--- src/rtl/pf32_pkg.sv ---
package pf32_pkg;

    localparam int EXP_W  = 8;
    localparam int MAN_W  = 23;
    localparam int LANE_W = 1 + EXP_W + MAN_W;
    localparam int LANES  = 4;
    localparam int PRED_W = 3;

    typedef enum logic [1:0] {
        OP_MASK  = 2'b00,
        OP_FLAGS = 2'b01,
        OP_MIN   = 2'b10,
        OP_MAX   = 2'b11
    } op_e;

    typedef enum logic [PRED_W-1:0] {
        PR_EQ    = 3'd0,
        PR_LT    = 3'd1,
        PR_LE    = 3'd2,
        PR_UNORD = 3'd3,
        PR_NEQ   = 3'd4,
        PR_NLT   = 3'd5,
        PR_NLE   = 3'd6,
        PR_ORD   = 3'd7
    } pred_e;

    // relation of one lane pair; eq and lt are never set when unord is set
    typedef struct packed {
        logic unord;
        logic eq;
        logic lt;
    } lane_rel_t;

    // packed MSB first, so zf lands on bit 0
    typedef struct packed {
        logic sf;
        logic af;
        logic of;
        logic cf;
        logic pf;
        logic zf;
    } flags_t;

    function automatic logic pred_hit(pred_e p, lane_rel_t r);
        logic h;
        case (p)
            PR_EQ:    h = r.eq;
            PR_LT:    h = r.lt;
            PR_LE:    h = r.lt | r.eq;
            PR_UNORD: h = r.unord;
            PR_NEQ:   h = ~r.eq;
            PR_NLT:   h = ~r.lt;
            PR_NLE:   h = ~(r.lt | r.eq);
            default:  h = ~r.unord;
        endcase
        return h;
    endfunction

endpackage

--- src/rtl/pf32_lane_rel.sv ---
module pf32_lane_rel
    import pf32_pkg::*;
#(
    parameter int EW = EXP_W,
    parameter int MW = MAN_W
) (
    input  logic              clk,
    input  logic              rst,
    input  logic [EW+MW:0]    a,
    input  logic [EW+MW:0]    b,
    output lane_rel_t         rel
);
    localparam int W = 1 + EW + MW;

    logic          sign_a, sign_b;
    logic [W-2:0]  mag_a, mag_b;
    logic          nan_a, nan_b;
    logic          zeros;
    logic          same;
    logic          less;

    assign sign_a = a[W-1];
    assign sign_b = b[W-1];
    assign mag_a  = a[W-2:0];
    assign mag_b  = b[W-2:0];
    assign nan_a  = (&a[W-2 -: EW]) && (|a[MW-1:0]);
    assign nan_b  = (&b[W-2 -: EW]) && (|b[MW-1:0]);
    assign zeros  = (mag_a == '0) && (mag_b == '0);
    assign same   = (a == b) || zeros;

    always_comb begin
        case ({sign_a, sign_b})
            2'b00:   less = mag_a < mag_b;
            2'b11:   less = mag_a > mag_b;
            2'b10:   less = ~zeros;
            default: less = 1'b0;
        endcase
    end

    always_comb begin
        rel.unord = nan_a | nan_b;
        rel.eq    = ~(nan_a | nan_b) & same;
        rel.lt    = ~(nan_a | nan_b) & less;
    end

    // equality and strict order are exclusive
    p_eq_lt_excl_r8: assert property (@(posedge clk) disable iff (rst)
        !(rel.eq && rel.lt));
    // an unordered pair is neither equal nor less
    p_unord_clean_r3: assert property (@(posedge clk) disable iff (rst)
        rel.unord |-> (!rel.eq && !rel.lt));

endmodule

--- src/rtl/pf32_lane_op.sv ---
module pf32_lane_op
    import pf32_pkg::*;
#(
    parameter int W = LANE_W
) (
    input  logic          clk,
    input  logic          rst,
    input  op_e           op,
    input  pred_e         pred,
    input  lane_rel_t     rel,
    input  logic [W-1:0]  a,
    input  logic [W-1:0]  b,
    output logic [W-1:0]  y
);
    logic         hit;
    logic         tie_or_nan;
    logic [W-1:0] lo, hi;

    assign hit        = pred_hit(pred, rel);
    assign tie_or_nan = rel.unord | rel.eq;
    assign lo         = tie_or_nan ? b : (rel.lt ? a : b);
    assign hi         = tie_or_nan ? b : (rel.lt ? b : a);

    always_comb begin
        case (op)
            OP_MASK: y = {W{hit}};
            OP_MIN:  y = lo;
            OP_MAX:  y = hi;
            default: y = a;
        endcase
    end

    // a mask lane is all ones or all zeros
    p_mask_full_r1: assert property (@(posedge clk) disable iff (rst)
        (op == OP_MASK) |-> (y == '0 || y == '1));
    // min/max never invents a value
    p_pick_input_r9: assert property (@(posedge clk) disable iff (rst)
        (op == OP_MIN || op == OP_MAX) |-> (y == a || y == b));
    // unordered or tied lanes yield B
    p_tie_gives_b_r9: assert property (@(posedge clk) disable iff (rst)
        ((op == OP_MIN || op == OP_MAX) && (rel.unord || rel.eq)) |-> (y == b));

endmodule

--- src/rtl/pf32_flag_gen.sv ---
module pf32_flag_gen
    import pf32_pkg::*;
(
    input  logic      clk,
    input  logic      rst,
    input  lane_rel_t rel,
    output flags_t    fl
);
    always_comb begin
        fl = '0;
        if (rel.unord) begin
            fl.zf = 1'b1;
            fl.pf = 1'b1;
            fl.cf = 1'b1;
        end else begin
            fl.zf = rel.eq;
            fl.cf = rel.lt;
        end
    end

    // unordered raises the three flags together
    p_unord_flags_r5: assert property (@(posedge clk) disable iff (rst)
        rel.unord |-> (fl.zf && fl.pf && fl.cf));
    // ordered never sets PF
    p_ord_no_pf_r6: assert property (@(posedge clk) disable iff (rst)
        !rel.unord |-> !fl.pf);

endmodule

--- src/rtl/pf32_cmp_minmax.sv ---
module pf32_cmp_minmax
    import pf32_pkg::*;
#(
    parameter int N_LANES = LANES,
    parameter int EW      = EXP_W,
    parameter int MW      = MAN_W
) (
    input  logic                            clk,
    input  logic                            rst,
    input  logic                            start,
    input  logic [1:0]                      opcode,
    input  logic                            scalar,
    input  logic [7:0]                      pred,
    input  logic [N_LANES*(1+EW+MW)-1:0]    src_a,
    input  logic [N_LANES*(1+EW+MW)-1:0]    src_b,
    output logic [N_LANES*(1+EW+MW)-1:0]    res,
    output logic [5:0]                      flags,
    output logic                            valid
);
    localparam int W     = 1 + EW + MW;
    localparam int TOT_W = N_LANES * W;

    op_e                op;
    pred_e              pcode;
    lane_rel_t          rel   [N_LANES];
    logic [W-1:0]       lane_y[N_LANES];
    logic [TOT_W-1:0]   res_d;
    flags_t             fl_cmp;
    flags_t             fl_d;
    logic               keep_upper;

    logic [TOT_W-1:0]   res_q;
    flags_t             fl_q;
    logic               valid_q;

    assign op         = op_e'(opcode);
    assign pcode      = pred_e'(pred[PRED_W-1:0]);
    assign keep_upper = scalar && (op != OP_FLAGS);

    for (genvar i = 0; i < N_LANES; i++) begin : g_lane
        pf32_lane_rel #(.EW(EW), .MW(MW)) u_rel (
            .clk (clk),
            .rst (rst),
            .a   (src_a[i*W +: W]),
            .b   (src_b[i*W +: W]),
            .rel (rel[i])
        );

        pf32_lane_op #(.W(W)) u_op (
            .clk  (clk),
            .rst  (rst),
            .op   (op),
            .pred (pcode),
            .rel  (rel[i]),
            .a    (src_a[i*W +: W]),
            .b    (src_b[i*W +: W]),
            .y    (lane_y[i])
        );

        if (i == 0) begin : g_low
            assign res_d[W-1:0] = lane_y[0];
        end else begin : g_up
            assign res_d[i*W +: W] = keep_upper ? src_a[i*W +: W] : lane_y[i];
        end
    end

    pf32_flag_gen u_flags (
        .clk (clk),
        .rst (rst),
        .rel (rel[0]),
        .fl  (fl_cmp)
    );

    assign fl_d = (op == OP_FLAGS) ? fl_cmp : '0;

    always_ff @(posedge clk) begin
        if (rst) begin
            res_q   <= '0;
            fl_q    <= '0;
            valid_q <= 1'b0;
        end else begin
            valid_q <= start;
            if (start) begin
                res_q <= res_d;
                fl_q  <= fl_d;
            end
        end
    end

    assign res   = res_q;
    assign flags = fl_q;
    assign valid = valid_q;

    // strobe follows each sampled start
    p_valid_after_start_r11: assert property (@(posedge clk) disable iff (rst)
        start |=> valid);
    p_no_spurious_valid_r11: assert property (@(posedge clk) disable iff (rst)
        !start |=> !valid);
    // outputs hold between starts
    p_hold_idle_r11: assert property (@(posedge clk) disable iff (rst)
        !start |=> ($stable(res) && $stable(flags)));
    // upper flags are never raised
    p_upper_flags_zero_r7: assert property (@(posedge clk) disable iff (rst)
        flags[5:3] == 3'b000);
    // PF only ever appears with ZF and CF
    p_pf_implies_unord_r5: assert property (@(posedge clk) disable iff (rst)
        flags[1] |-> (flags[0] && flags[2]));
    // scalar forms keep the upper lanes of A
    p_scalar_upper_r2: assert property (@(posedge clk) disable iff (rst)
        (start && scalar && opcode != 2'b01) |=> (res[TOT_W-1:W] == $past(src_a[TOT_W-1:W])));

endmodule

--- config.mk ---
export PLATFORM = sky130hd
export DESIGN_NAME = pf32_cmp_minmax
export DESIGN_NICKNAME = d
export VERILOG_FILES = /design/src/rtl/pf32_pkg.sv /design/src/rtl/pf32_lane_rel.sv /design/src/rtl/pf32_lane_op.sv /design/src/rtl/pf32_flag_gen.sv /design/src/rtl/pf32_cmp_minmax.sv
export SDC_FILE = /design/constraint.sdc
export NUM_CORES = 1
export LEC_CHECK = 0
export CAP_MARGIN = 20
export CORE_UTILIZATION = 49
export CTS_BUF_LIST = sky130_fd_sc_hd__clkbuf_2
export DETAILED_ROUTE_END_ITERATION = 8
export GPL_TIMING_DRIVEN = 0
export PLACE_DENSITY = 0.84
export SYNTH_ARGS = -nofsm -noshare
export SYNTH_HDL_FRONTEND = slang
export SYNTH_SLANG_ARGS = --single-unit
--- constraint.sdc ---
create_clock -name clk -period 3.6 [get_ports clk]
set_clock_uncertainty 0.05 [all_clocks]
set_input_delay 0.54 -clock clk [delete_from_list [all_inputs] [get_ports clk]]
set_output_delay 0.54 -clock clk [all_outputs]
set_load 0.03 [all_outputs]
**Word level (Yosys, flattened, before mapping)**

Cells that the tools add are included.
Widths: inputs -> output; s select.

- $lt $le $gt $ge: 8
- Eq/ne operators: 22
- Mux-type cells: 35
- Bitwise operators: 40
- Reduce and logical (&&, ||, !) cells: 47

Operators with widths:

| operator | number |
|---|---|
| $mux 32 | 19 |
| $pmux 32 s3 | 4 |
| $logic_not 31->1 | 8 |
| $reduce_or 23->1 | 8 |
| $eq 32x32->1 | 4 |
| $gt 31x31->1 | 4 |
| $lt 31x31->1 | 4 |
| $reduce_and 8->1 | 8 |
| $pmux 1 s7 | 4 |
| $eq 2x2->1 const B | 10 |
| $not 1->1 | 20 |
| $logic_and 1x1->1 | 13 |
| $or 1x1->1 | 12 |
| $pmux 1 s3 | 4 |
| $logic_not 2->1 | 5 |
| $eq 3x3->1 const B | 3 |
| $and 1x1->1 | 8 |
| $eq 3x2->1 const B | 2 |
| $logic_or 1x1->1 | 4 |
| $eq 3x1->1 const B | 1 |
| $logic_not 3->1 | 1 |
| $mux 1 | 3 |
| $mux 3 | 1 |
| $eq 2x1->1 const B | 1 |
| $ne 2x1->1 const B | 1 |

- Register bits: 135
- Input bits: 270
- Output and inout bits: 135
- Word-level logic and storage cells: 160

**Depth between registers and ports, before layout**

- Depth in word-level cells: 10
- Gate-level depth with buffers: 14
- Gate-level depth less buffers: 12

**Hierarchy**

From an unflattened synthesis, not the netlist that was laid out.

- Cells, all modules: 1524
- Area total of the unflattened synthesis: 12094.1 um^2

By module, submodules not included:

| module | times used | cells each | area each (um^2) | seq. area each (um^2) |
|---|---|---|---|---|
| pf32_cmp_minmax | 1 | 689 | 5931.9 | 2702.6 |
| pf32_lane_rel | 4 | 151 | 1046.0 | 0.0 |
| pf32_lane_op | 4 | 56 | 483.0 | 0.0 |
| pf32_flag_gen | 1 | 7 | 46.3 | 0.0 |

**Worst setup path before layout**

OpenSTA, ideal clock, no wires.

- Path type: input to register
- Start point: input port src_b[61]
- End point: register res_q[34] (netlist: res[34])
- Library setup time: 0.134 ns
- Arrival: 3.034 ns
- Required time: 3.416 ns
- Path slack: 0.382 ns
- Stages: 12
- Path buffers: 1
- Cell sequence: inv_1 > ha_1 > nand4_1 > or4_1 > nand3b_1 > and2_0 > mux2i_1 > a2bb2oi_2 > mux2i_4 > buf_6 > mux2i_1 > o211ai_1

- Cells in the longest elaborated chain, start to end: 10
- Elaborated cells between the ends (all ways): 26
- Those cells by class: order compare (2); eq/ne (1); mux (8); bitwise (10); reduce/logical (5)

Ends and longest elaborated chain:

| element | RTL line | source |
|---|---|---|
| start, declared | pf32_cmp_minmax.sv:15 | `input logic [N_LANES*(1+EW+MW)-1:0] src_b,` |
| parallel branches: the longest is 8 deep, another holds $gt 31x31->1 | -- |  |
| $pmux 32 s3 * | pf32_lane_op.sv:25 | `case (op)` |
| $mux 32 * | pf32_cmp_minmax.sv:63 | `assign res_d[i*W +: W] = keep_upper ? src_a[i*W +: W] : lane_y[i];` |
| end signal, assigned | pf32_cmp_minmax.sv:84 | `res_q <= res_d;` |
| end, declared | pf32_cmp_minmax.sv:32 | `logic [TOT_W-1:0] res_q;` |

Mark *: on every way between the ends.
A chain may end at the register's enable or synchronous reset.

**Worst setup path in the final report**

- Start point: input port src_b[125]
- End point: register res_q[122] (netlist: res[122])

Same word-level chain as after synthesis.

==> flow_summary.toml <==
[status]
outcome = "finished clean"

[floorplan]
dieArea_um2 = 26000
initial_utilization = 0.506
fp.dieW_um = 161
die_height_um = 161
ios = 405
row_count = 57
core_um2 = 24600

[timing]
period_share = 0.967
rsz0062_at_grt = "no"
final_max_slew_viol_count = 0
worst_slew_margin_rel = 0.230
setup_violations = 0
period_minus_slack_ns = 3.48
fin_hold_ws_ns = 0.381
worst_slew_pin_slew_ns = 1.15
fmax_mhz = 287
hold_viol_final = 0

[route]
first_pass_iters = 5
viasPerCell = 5.99
drtAntennaViolNets = 0
drc_errors = 0
routed_wl_um = 44000
drtIter0Drc = 871
wire_per_inst_um = 19.5
via_count = 13514

[clock_tree]
root_buffer = "clkbuf_2"
clk_pin_slew_ns = 0.20
cts_buffers = 17
clockBufferDepth = 2
cts_sinks = 132
clk_latency_ns = 0.72
cts_tree = "yes"
ctsHoldBuffers = 0
htree_levels = 4

[placement]
detailedPlacementHpwl_um = 34700
io_buffers = 394
finalWeightedCongestion = 0.940

[power]
combPwrFrac = 0.439
clock_power_share = 0.213
switchingPower_mw = 1.92
sw_frac_of_total = 0.399
peakVddDrop_mv = 0.181
leakagePower_nw = 7.05
p_int_mw = 2.89
pwr-share-seq = 0.349
p_per_area_nw_per_um2 = 281

[synthesis]
synth_top_area_share = 0.212
synthCells = 1499
async_flop_share = 0
yosysMostFrequentCell = "ha_1"
synthFlopType = "dfxtp_1"
avgSynthCellArea_um2 = 8.30
synth.area.top_cells = "dfxtp_1, ha_1, mux2i_1"
synth_area_um2 = 12400
yosysWarnings = 0
yosysSeqAreaShare = 0.212
yosysTopAreaCell = "dfxtp_1"
synthTopCellsByCount = "ha_1, inv_1, nand2_1, dfxtp_1, nor2_1"
ys_types = 73
ys_ff_latch = 132
synth-edff-count = 0

[critical_path]
crit_type = "in2reg"
reg2reg_depth = 2
r2r_start = "res[38]"
cp_data_required_time_ns = 4.24
crit_arrival_ns = 4.12
critPathMaxFanout = 10
rrSetupSlack_ns = 2.76
cp-end-kind = "flip-flop"
worstReg2RegEnd = "res[38]"
critical_path.startpoint_type = "input pin"

[grt]
antenna_found_initial = 3
grt_max_degree = 17
track_usage = 0.332
grt_pass1_wl_um = 69900
gr-total-overflow = 0
grt_pass1_vias = 13597

[finish]
area_growth_pct = 37.2
postLayoutCoreUtil = 0.694
layout-drive-gt1-share = 0.126
nets = 2325

[hold_path]
min_path_cells = 2
hold_path.class = "in2reg"
worst_hold_startpoint = "rst"
hold_end = "flags[2]"

[job]
max-cap-violations = 0
==> power by group through the flow <==
stage               clock network, mW  registers [mW]  logic (mW)
CTS                              1.03            1.67        2.09
finish                           1.02            1.67        2.11
global route                     1.09            1.69        2.26
detailed placement                  0            1.70        2.08
floorplan                           0            1.93       0.939
global placement                    0            1.70        2.04
==> layout by cell type (no fill, tap or decap), drive strengths merged, types with 4 or more instances in the layout <==
cell / instances
nand3: 21
mux2: 33
nand3b: 6
o211ai: 38
o221ai: 32
a21o: 6
o21ai: 125
or4: 4
clkbuf: 65
and4: 5
nand4: 55
nand2: 139
a211oi: 36
clkinv: 9
ha: 140
nor4: 64
nor3: 18
inv: 142
clkdlybuf4s50: 394
a21oi: 59
a22oi: 64
o31ai: 7
dfxtp: 132
mux2i: 103
a221oi: 6
nand2b: 13
buf: 37
nor2: 128
==> worst max-delay path: stages <==
cell and delay (ns):
clkdlybuf4s50_1 0.57, inv_1 0.07, ha_1 0.31, nand4_1 0.18
nor2_1 0.09, a221oi_1 0.28, o211ai_1 0.13, a21oi_1 0.22
mux2i_1 0.34, a2111oi_0 0.20, o41ai_2 0.79, buf_6 0.27
a22oi_2 0.07, o21ai_2 0.06
==> worst max path at each step <==
stage	slack (ns)	from	end	cells past startpoint
2_1_floorplan	0.38	src_b[61]	res[34]	12
3_3_place_gp	-0.69	src_b[34]	res[44]	14
3_5_place_dp	-0.78	src_b[34]	res[58]	14
4_1_cts	0.10	src_b[125]	res[124]	14
5_1_grt	0.004	src_b[110]	res[121]	13
6_report	0.12	src_b[125]	res[122]	14
==> routing by layer <==
metal	GRT usage	up-vias	share of wire
li1	-	6392	-
met1	0.396	6407	0.41
met2	0.579	591	0.48
met3	0.0629	124	0.073
met4	0.146	0	0.033
met5	0	-	0
==> kinds of logic (layout without fill, tap and decap cells) <==
kind of cell	count (synthesis)	count (layout)	synth area share
multiplexers	136	136	0.123
adder cells (fa/ha/maj)	140	140	0.141
other	1	6	0.000301
buffers and inverters	223	650	0.0797
XOR/XNOR	2	2	0.00141
flip-flops	132	132	0.212
AND/OR/NAND/NOR	468	468	0.182
AO/OA/AOI/OAI	397	397	0.261
==> stage by stage <==
stage / power [mW] / setup WS (ns) / TNS [ns] / cell area [µm²] / instances
after global placement: 3.74 / -0.689 / -70.84 / 16800 / 2219
after detailed placement: 3.78 / -0.776 / -76.57 / 16800 / 2219
after global routing: 5.03 / 0.00375 / 0 / 17100 / 2255
final: 4.80 / 0.118 / 0 / 17100 / 2255
after floorplan: 2.87 / 0.382 / 0 / 12500 / 1501
after CTS: 4.79 / 0.103 / 0 / 17100 / 2251
==> cell type report <==
cell class	count	area (µm²)
clock buffer	17	85.1
clock inverter	15	156
multi-input combinational	1146	8840
buffer	84	475
tap	324	405
timing repair buffer	395	3950
inverter	139	522
fill	2050	7520
sequential	132	2640
antenna	3	7.51
==> sequential cells by signal, summed over array words and instances, names as in the netlist <==
| signal | count |
|---|---|
| valid | 1 |
| flags | 3 |
| res | 128 |
==> repair_timing <==
item	4_1_cts	5_1_grt
buffers inserted	0	1
endpoints found under the hold margin	0	0
resized for setup	1	5
endpoints found under the setup margin	1	53
No activity file was read; power rests on OpenSTA's default activity.
